`src/rtl/sdw_pkg.sv`:
```
package sdw_pkg;
    // Field selector codes shared by sources and destination
    typedef enum logic [2:0] {
        SEL_FULL = 3'd0,
        SEL_B0   = 3'd1,
        SEL_B1   = 3'd2,
        SEL_B2   = 3'd3,
        SEL_B3   = 3'd4,
        SEL_H0   = 3'd5,
        SEL_H1   = 3'd6,
        SEL_RSV  = 3'd7
    } fsel_e;

    // Fill policy for destination bits outside the field
    typedef enum logic [1:0] {
        FILL_KEEP = 2'd0,
        FILL_ZERO = 2'd1,
        FILL_SIGN = 2'd2,
        FILL_RSV  = 2'd3
    } fill_e;
endpackage

```
`src/rtl/field_decode.sv`:
```
// field_decode: turns a selector code into field position, width and masks.
// Assumes DW is a multiple of 4; byte = DW/4, half = DW/2.
// Reserved code maps to the full word and raises bad.
module field_decode #(
    parameter int DW = 32
) (
    input  logic [2:0]             sel,
    output logic [$clog2(DW)-1:0]  lsb,
    output logic [$clog2(DW):0]    wid,
    output logic [DW-1:0]          low_mask,
    output logic [DW-1:0]          fld_mask,
    output logic                   bad
);
    import sdw_pkg::*;
    localparam int LW = $clog2(DW);
    localparam int BW = DW / 4;
    localparam int HW = DW / 2;

    // Decode position and width of the selected field
    always_comb begin
        bad = 1'b0;
        lsb = '0;
        wid = (LW+1)'(DW);
        case (fsel_e'(sel))
            SEL_B0:  begin lsb = '0;             wid = (LW+1)'(BW); end
            SEL_B1:  begin lsb = LW'(BW);        wid = (LW+1)'(BW); end
            SEL_B2:  begin lsb = LW'(2*BW);      wid = (LW+1)'(BW); end
            SEL_B3:  begin lsb = LW'(3*BW);      wid = (LW+1)'(BW); end
            SEL_H0:  begin lsb = '0;             wid = (LW+1)'(HW); end
            SEL_H1:  begin lsb = LW'(HW);        wid = (LW+1)'(HW); end
            SEL_RSV: bad = 1'b1;
            default: ;
        endcase
    end

    // Build right-aligned and in-place masks of the field
    always_comb begin
        if (wid >= (LW+1)'(DW)) low_mask = '1;
        else                    low_mask = (DW'(1) << wid) - DW'(1);
        fld_mask = low_mask << lsb;
    end
endmodule

```
`src/rtl/operand_extract.sv`:
```
// operand_extract: picks a field of a source word, aligns it to bit 0
// and zero- or sign-extends it. Sign extension of a full word is a no-op.
module operand_extract #(
    parameter int DW = 32
) (
    input  logic [DW-1:0] src,
    input  logic [2:0]    sel,
    input  logic          ext,
    output logic [DW-1:0] op,
    output logic          bad
);
    localparam int LW = $clog2(DW);

    logic [LW-1:0] lsb;
    logic [LW:0]   wid;
    logic [DW-1:0] low_mask;
    logic [DW-1:0] fld_mask;
    logic [DW-1:0] shifted;
    logic [LW-1:0] top_idx;
    logic          sign;

    field_decode #(.DW(DW)) u_dec (
        .sel(sel), .lsb(lsb), .wid(wid),
        .low_mask(low_mask), .fld_mask(fld_mask), .bad(bad)
    );

    // Align the field, then extend it to the full width
    always_comb begin
        shifted = src >> lsb;
        top_idx = LW'(wid - 1'b1);
        sign    = shifted[top_idx];
        op      = shifted & low_mask;
        if (ext && sign) op = op | ~low_mask;
    end

    // a full-word selection passes the source through unchanged
    always_comb begin
        if (wid == (LW+1)'(DW))
            a_r3_full_passthru: assert (op == src);
    end
endmodule

```
`src/rtl/dest_merge.sv`:
```
// dest_merge: places a right-aligned result into a destination field
// and fills the remaining bits by policy (keep old, zero, or sign above /
// zero below). Reserved policy behaves as keep and raises bad.
module dest_merge #(
    parameter int DW = 32
) (
    input  logic [DW-1:0] res,
    input  logic [DW-1:0] old,
    input  logic [2:0]    sel,
    input  logic [1:0]    pol,
    output logic [DW-1:0] dnew,
    output logic [DW-1:0] fld_mask,
    output logic          bad
);
    import sdw_pkg::*;
    localparam int LW = $clog2(DW);

    logic [LW-1:0] lsb;
    logic [LW:0]   wid;
    logic [DW-1:0] low_mask;
    logic [DW-1:0] below;
    logic [DW-1:0] above;
    logic [DW-1:0] placed;
    logic [LW-1:0] top_idx;
    logic          sign;
    logic          sel_bad;

    field_decode #(.DW(DW)) u_dec (
        .sel(sel), .lsb(lsb), .wid(wid),
        .low_mask(low_mask), .fld_mask(fld_mask), .bad(sel_bad)
    );

    // Position the result and derive regions outside the field
    always_comb begin
        placed  = (res << lsb) & fld_mask;
        top_idx = LW'(wid - 1'b1);
        sign    = res[top_idx];
        below   = (DW'(1) << lsb) - DW'(1);
        above   = ~(fld_mask | below);
    end

    // Apply the fill policy to bits outside the field
    always_comb begin
        bad = sel_bad;
        case (fill_e'(pol))
            FILL_ZERO: dnew = placed;
            FILL_SIGN: dnew = sign ? (placed | above) : placed;
            FILL_RSV:  begin dnew = placed | (old & ~fld_mask); bad = 1'b1; end
            default:   dnew = placed | (old & ~fld_mask);
        endcase
    end

    // sign fill leaves nothing set below the field
    always_comb begin
        if (fill_e'(pol) == FILL_SIGN)
            a_r6_below_clear: assert ((dnew & below) == '0);
    end
endmodule

```
`src/rtl/subfield_route.sv`:
```
// subfield_route: one registered stage that extracts two source operands
// and merges a result into a destination field. All outputs load together
// when in_valid is high and hold otherwise. Synchronous active-low reset.
module subfield_route #(
    parameter int DW = 32
) (
    input  logic          clk,
    input  logic          rst_n,
    input  logic          in_valid,
    input  logic [DW-1:0] src_a,
    input  logic [2:0]    sel_a,
    input  logic          ext_a,
    input  logic [DW-1:0] src_b,
    input  logic [2:0]    sel_b,
    input  logic          ext_b,
    input  logic [DW-1:0] res_in,
    input  logic [2:0]    dst_sel,
    input  logic [1:0]    fill_pol,
    input  logic [DW-1:0] dst_old,
    output logic [DW-1:0] op_a,
    output logic [DW-1:0] op_b,
    output logic [DW-1:0] dst_new,
    output logic          out_valid,
    output logic          sel_err
);
    import sdw_pkg::*;
    localparam int NSRC = 2;

    logic [DW-1:0] src_v [NSRC];
    logic [2:0]    sel_v [NSRC];
    logic          ext_v [NSRC];
    logic [DW-1:0] op_v  [NSRC];
    logic          bad_v [NSRC];
    logic [DW-1:0] merged;
    logic [DW-1:0] dmask;
    logic          dbad;
    logic          any_bad;

    // Gather the source ports into arrays for the extract lanes
    always_comb begin
        src_v[0] = src_a; sel_v[0] = sel_a; ext_v[0] = ext_a;
        src_v[1] = src_b; sel_v[1] = sel_b; ext_v[1] = ext_b;
    end

    for (genvar g = 0; g < NSRC; g++) begin : g_src
        operand_extract #(.DW(DW)) u_ext (
            .src(src_v[g]), .sel(sel_v[g]), .ext(ext_v[g]),
            .op(op_v[g]), .bad(bad_v[g])
        );
    end

    dest_merge #(.DW(DW)) u_merge (
        .res(res_in), .old(dst_old), .sel(dst_sel), .pol(fill_pol),
        .dnew(merged), .fld_mask(dmask), .bad(dbad)
    );

    // Combine error indications of all selectors and the policy
    always_comb begin
        any_bad = dbad;
        for (int i = 0; i < NSRC; i++) any_bad = any_bad | bad_v[i];
    end

    // Output register stage with load enable
    always_ff @(posedge clk) begin
        if (!rst_n) begin
            op_a      <= '0;
            op_b      <= '0;
            dst_new   <= '0;
            out_valid <= 1'b0;
            sel_err   <= 1'b0;
        end else begin
            out_valid <= in_valid;
            if (in_valid) begin
                op_a    <= op_v[0];
                op_b    <= op_v[1];
                dst_new <= merged;
                sel_err <= any_bad;
            end
        end
    end

    a_r1_reset_clears: assert property (@(posedge clk)
        !rst_n |=> (out_valid == 1'b0 && sel_err == 1'b0 && dst_new == '0));

    a_r9_valid_follows: assert property (@(posedge clk) disable iff (!rst_n)
        in_valid |=> out_valid);

    a_r9_hold_idle: assert property (@(posedge clk) disable iff (!rst_n)
        !in_valid |=> (!out_valid && $stable(dst_new) && $stable(op_a) && $stable(op_b)));

    a_r8_reserved_flag: assert property (@(posedge clk) disable iff (!rst_n)
        (in_valid && (sel_a == 3'd7 || sel_b == 3'd7 || dst_sel == 3'd7 || fill_pol == 2'd3))
        |=> sel_err);

    a_r4_full_dest: assert property (@(posedge clk) disable iff (!rst_n)
        (in_valid && dst_sel == 3'd0) |=> dst_new == $past(res_in));

    a_r5_zero_outside: assert property (@(posedge clk) disable iff (!rst_n)
        (in_valid && fill_pol == 2'd1) |=> (dst_new & ~$past(dmask)) == '0);

    a_r7_keep_outside: assert property (@(posedge clk) disable iff (!rst_n)
        (in_valid && fill_pol == 2'd0)
        |=> (dst_new & ~$past(dmask)) == ($past(dst_old) & ~$past(dmask)));
endmodule

```
`config.mk`:
```
export PLATFORM = sky130hd
export DESIGN_NAME = subfield_route
export DESIGN_NICKNAME = d
export VERILOG_FILES = /design/src/rtl/sdw_pkg.sv /design/src/rtl/field_decode.sv /design/src/rtl/operand_extract.sv /design/src/rtl/dest_merge.sv /design/src/rtl/subfield_route.sv
export SDC_FILE = /design/constraint.sdc
export NUM_CORES = 1
export LEC_CHECK = 0
export BUFFER_PORTS_ARGS = -buffer_cell sky130_fd_sc_hd__buf_2
export CORE_UTILIZATION = 30
export DETAILED_ROUTE_END_ITERATION = 10
export GPL_ROUTABILITY_DRIVEN = 0
export SYNTH_ARGS = -nofsm -noshare
export SYNTH_HDL_FRONTEND = slang
export SYNTH_SLANG_ARGS = --single-unit
export TNS_END_PERCENT = 100
```
`constraint.sdc`:
```
create_clock -name clk -period 5.5 [get_ports clk]
set_clock_uncertainty 0.15 [all_clocks]
set_input_delay 0.825 -clock clk [delete_from_list [all_inputs] [get_ports clk]]
set_output_delay 0.825 -clock clk [all_outputs]
set_load 0.005 [all_outputs]
```
==> impl_metrics.json <==
{
  "use_met2_pct": 32.2,
  "track_usage_pct": 20.3,
  "cts_buffers": 9,
  "syn-num-nets": 975,
  "use_met1_pct": 27.8,
  "p_per_area_mw_per_mm2": 248,
  "num_rows": 55,
  "synthArstFlopShare_pct": 0,
  "clk_pin_slew_ns": 0.07,
  "ios": 242,
  "drt-wirelength-per-cell_um": 19.2,
  "grt_pass1_vias": 6637,
  "synth_cells": 823,
  "clock_path_buffers": 2,
  "fmax_ghz": 0.267,
  "core_area_mm2": 0.0226,
  "finalSetupViolations": 0,
  "cp_max_fo": 22,
  "setup_tns_ns": 0,
  "syn_area_mm2": 0.00690,
  "tightest_slew_ns": 0.836,
  "final_core_util_pct": 37.4,
  "clk_latency_ns": 0.34,
  "use_met3_pct": 3.33,
  "cts.sinks": 98,
  "crit_type": "in -> reg",
  "clock-root-buffer": "clkbuf_16",
  "grt_max_degree": 61,
  "synth_edf_count": 0,
  "synth.avg_cell_area_um2": 8.38,
  "holdPathStages": 2,
  "wirelength_um": 24800,
  "rsz0062_at_grt": "false",
  "ys_warn_count": 0,
  "yosysSeqAreaShare_pct": 28.4,
  "report.final.hold_viol_count": 0,
  "firstDrtPassIters": 6,
  "vias": 7287,
  "crit_path_end_kind": "register",
  "fin_nets": 1157,
  "antenna-diode-count": 0,
  "die_x_um": 154,
  "vias_per_cell": 5.64,
  "cts_hold_buf": 0,
  "ys_top_cells_by_area": "dfxtp_1, mux2i_1, o21ai_0",
  "area.growth.synth_to_final_pct": 22.2,
  "hp-class": "reg -> reg",
  "arrival_ns": 3.80,
  "ys.flop_type": "dfxtp_1",
  "worstSetupStartpointType": "input port",
  "hpwl_um": 18300,
  "fillCellCount": 2432,
  "finalCriticalPeriod_ns": 3.74,
  "drc": 0,
  "detail-route-antenna-nets": 0,
  "worst_ep_required_time_ns": 5.55,
  "busiest_layer": "met2",
  "p_leak_uw": 0.00361,
  "ff2ff_path_depth": 3,
  "cts_tree": "done",
  "grt_overflow_total": 0,
  "maxCapViolations": 0,
  "die_y_um": 154,
  "yosysTopAreaCell": "dfxtp_1",
  "cts_max_level": 3,
  "slew_viol_final": 0,
  "peakVddDrop_mv": 0.152,
  "antenna_found_initial": 0,
  "slew_headroom_pct": 44.3,
  "numPortBuffers": 241,
  "initial_core_util_pct": 30.6,
  "cts_setup_buffers": 0,
  "finalCritPeriodShare_pct": 68.1,
  "status": "finished clean",
  "synth_cell_types": 74,
  "cts_resized": 0,
  "die_area_mm2": 0.0236,
  "netlist.area_leader.share_pct": 28.4,
  "drt-initial-drc-count": 549,
  "ys_ff_latch": 98,
  "drive_gt1_share_pct": 32.1,
  "grt_first_pass_wirelength_um": 37800
}
[layout make-up]
| cell class | count | area (um^2) | share of cell area, % |
|---|---|---|---|
| clock buffer | 9 | 225 | 2.67 |
| timing repair buffer | 248 | 1260 | 15.0 |
| tap | 285 | 357 | 4.23 |
| inverter | 12 | 45.0 | 0.534 |
| sequential | 98 | 1960 | 23.3 |
| clock inverter | 4 | 70.1 | 0.831 |
| multi-input combinational | 636 | 4510 | 53.5 |
[routing by layer]
layer	wire length (um)	up-vias
li1	-	3479
met1	11100	3449
met2	11400	331
met3	1810	28
met4	398	0
met5	0	-
[worst max-delay path: stages]
cell	delay, ns
buf_2	0.36
nor2b_1	0.67
o21ai_0	0.28
ha_1	0.43
nor2b_1	0.08
a211oi_1	0.23
o221ai_1	0.21
a21oi_1	0.59
nor3_1	0.11
[Yosys cell counts (9+ instances only)]
cell / instances
mux2i_1: 47
o21a_1: 11
a211oi_1: 19
nor2_1: 53
mux2_2: 25
buf_2: 22
nor2b_1: 23
inv_1: 10
nand2_1: 75
a31oi_1: 33
nand3_1: 16
a21oi_1: 42
a21o_1: 10
nand2b_1: 13
o21ai_0: 66
a31o_2: 9
a221o_1: 15
dfxtp_1: 98
mux4_2: 13
clkbuf_1: 36
o211ai_1: 32
nor3_1: 16
[layout by cell type, fill, tap and decap left out, types with 3 or more instances in the layout]
cell type	synthesis	final
a221o_1	15	15
a31oi_1	33	33
nand3_1	16	16
and3b_1	3	3
a211oi_1	19	19
a32o_1	6	6
o22ai_1	8	8
o21a_1	11	11
mux4_2	13	13
o2bb2ai_1	7	7
nor3_1	16	16
a22o_1	7	7
and2_0	3	3
nand2b_1	13	13
o21ai_0	66	66
o211ai_1	32	32
a222oi_1	8	8
dfxtp_1	98	98
nor2_1	53	53
inv_1	10	10
nand2_1	75	75
buf_2	22	240
mux2_2	25	25
mux2i_1	47	47
and4b_1	3	3
o211a_1	3	3
a31o_2	9	9
a21o_1	10	10
and2_1	8	8
ha_1	8	8
clkbuf_16	0	9
buf_4	4	8
a21oi_1	42	42
nor2b_1	23	23
[logic make-up (layout without fill, tap and decap cells)]
| group | count (synthesis) | in the layout | synth area share [%] |
|---|---|---|---|
| simple gates | 238 | 238 | 17.4 |
| compound gates | 299 | 299 | 30.3 |
| flops | 98 | 98 | 28.4 |
| xor+xnor | 4 | 4 | 0.508 |
| mux | 87 | 87 | 15.7 |
| buf+inv | 89 | 273 | 6.15 |
| fa+ha+maj | 8 | 8 | 1.45 |
[registers in the layout, summed over array words and instances, names as in the netlist]
signal,count
out_valid,1
op_a,32
op_b,32
sel_err,1
dst_new,32
[final timing paths]
check | startpoint | endpoint | slack (ns)
min reg2reg | dst_new[10]$_SDFFE_PN0P_ | dst_new[10]$_SDFFE_PN0P_ | 0.30
max reg2reg | op_a[26]$_SDFFE_PN0P_ | op_a[26]$_SDFFE_PN0P_ | 4.47
min | dst_new[10]$_SDFFE_PN0P_ | dst_new[10]$_SDFFE_PN0P_ | 0.30
max | sel_a[1] | op_a[11]$_SDFFE_PN0P_ | 1.76
[through the flow]
step	worst slack (ns)	total power [uW]	area, um^2	hold WS (ns)	cells
2_1_floorplan	1.88	1200	6900	0.299	823
3_3_place_gp	1.54	1420	8140	0.283	1279
3_5_place_dp	1.42	1430	8140	0.294	1279
4_1_cts	1.80	2110	8430	0.311	1292
5_1_grt	1.54	2200	8430	0.345	1292
6_report	1.76	2090	8430	0.300	1292
[where the power goes]
| group | switching (uW) | total [uW] | internal (uW) |
|---|---|---|---|
| Sequential | 31.8 | 802 | 770 |
| Combinational | 351 | 616 | 264 |
| Clock | 285 | 675 | 390 |
| Total | 668 | 2090 | 1420 |
Note: power is estimated with default switching activity, not from simulation.
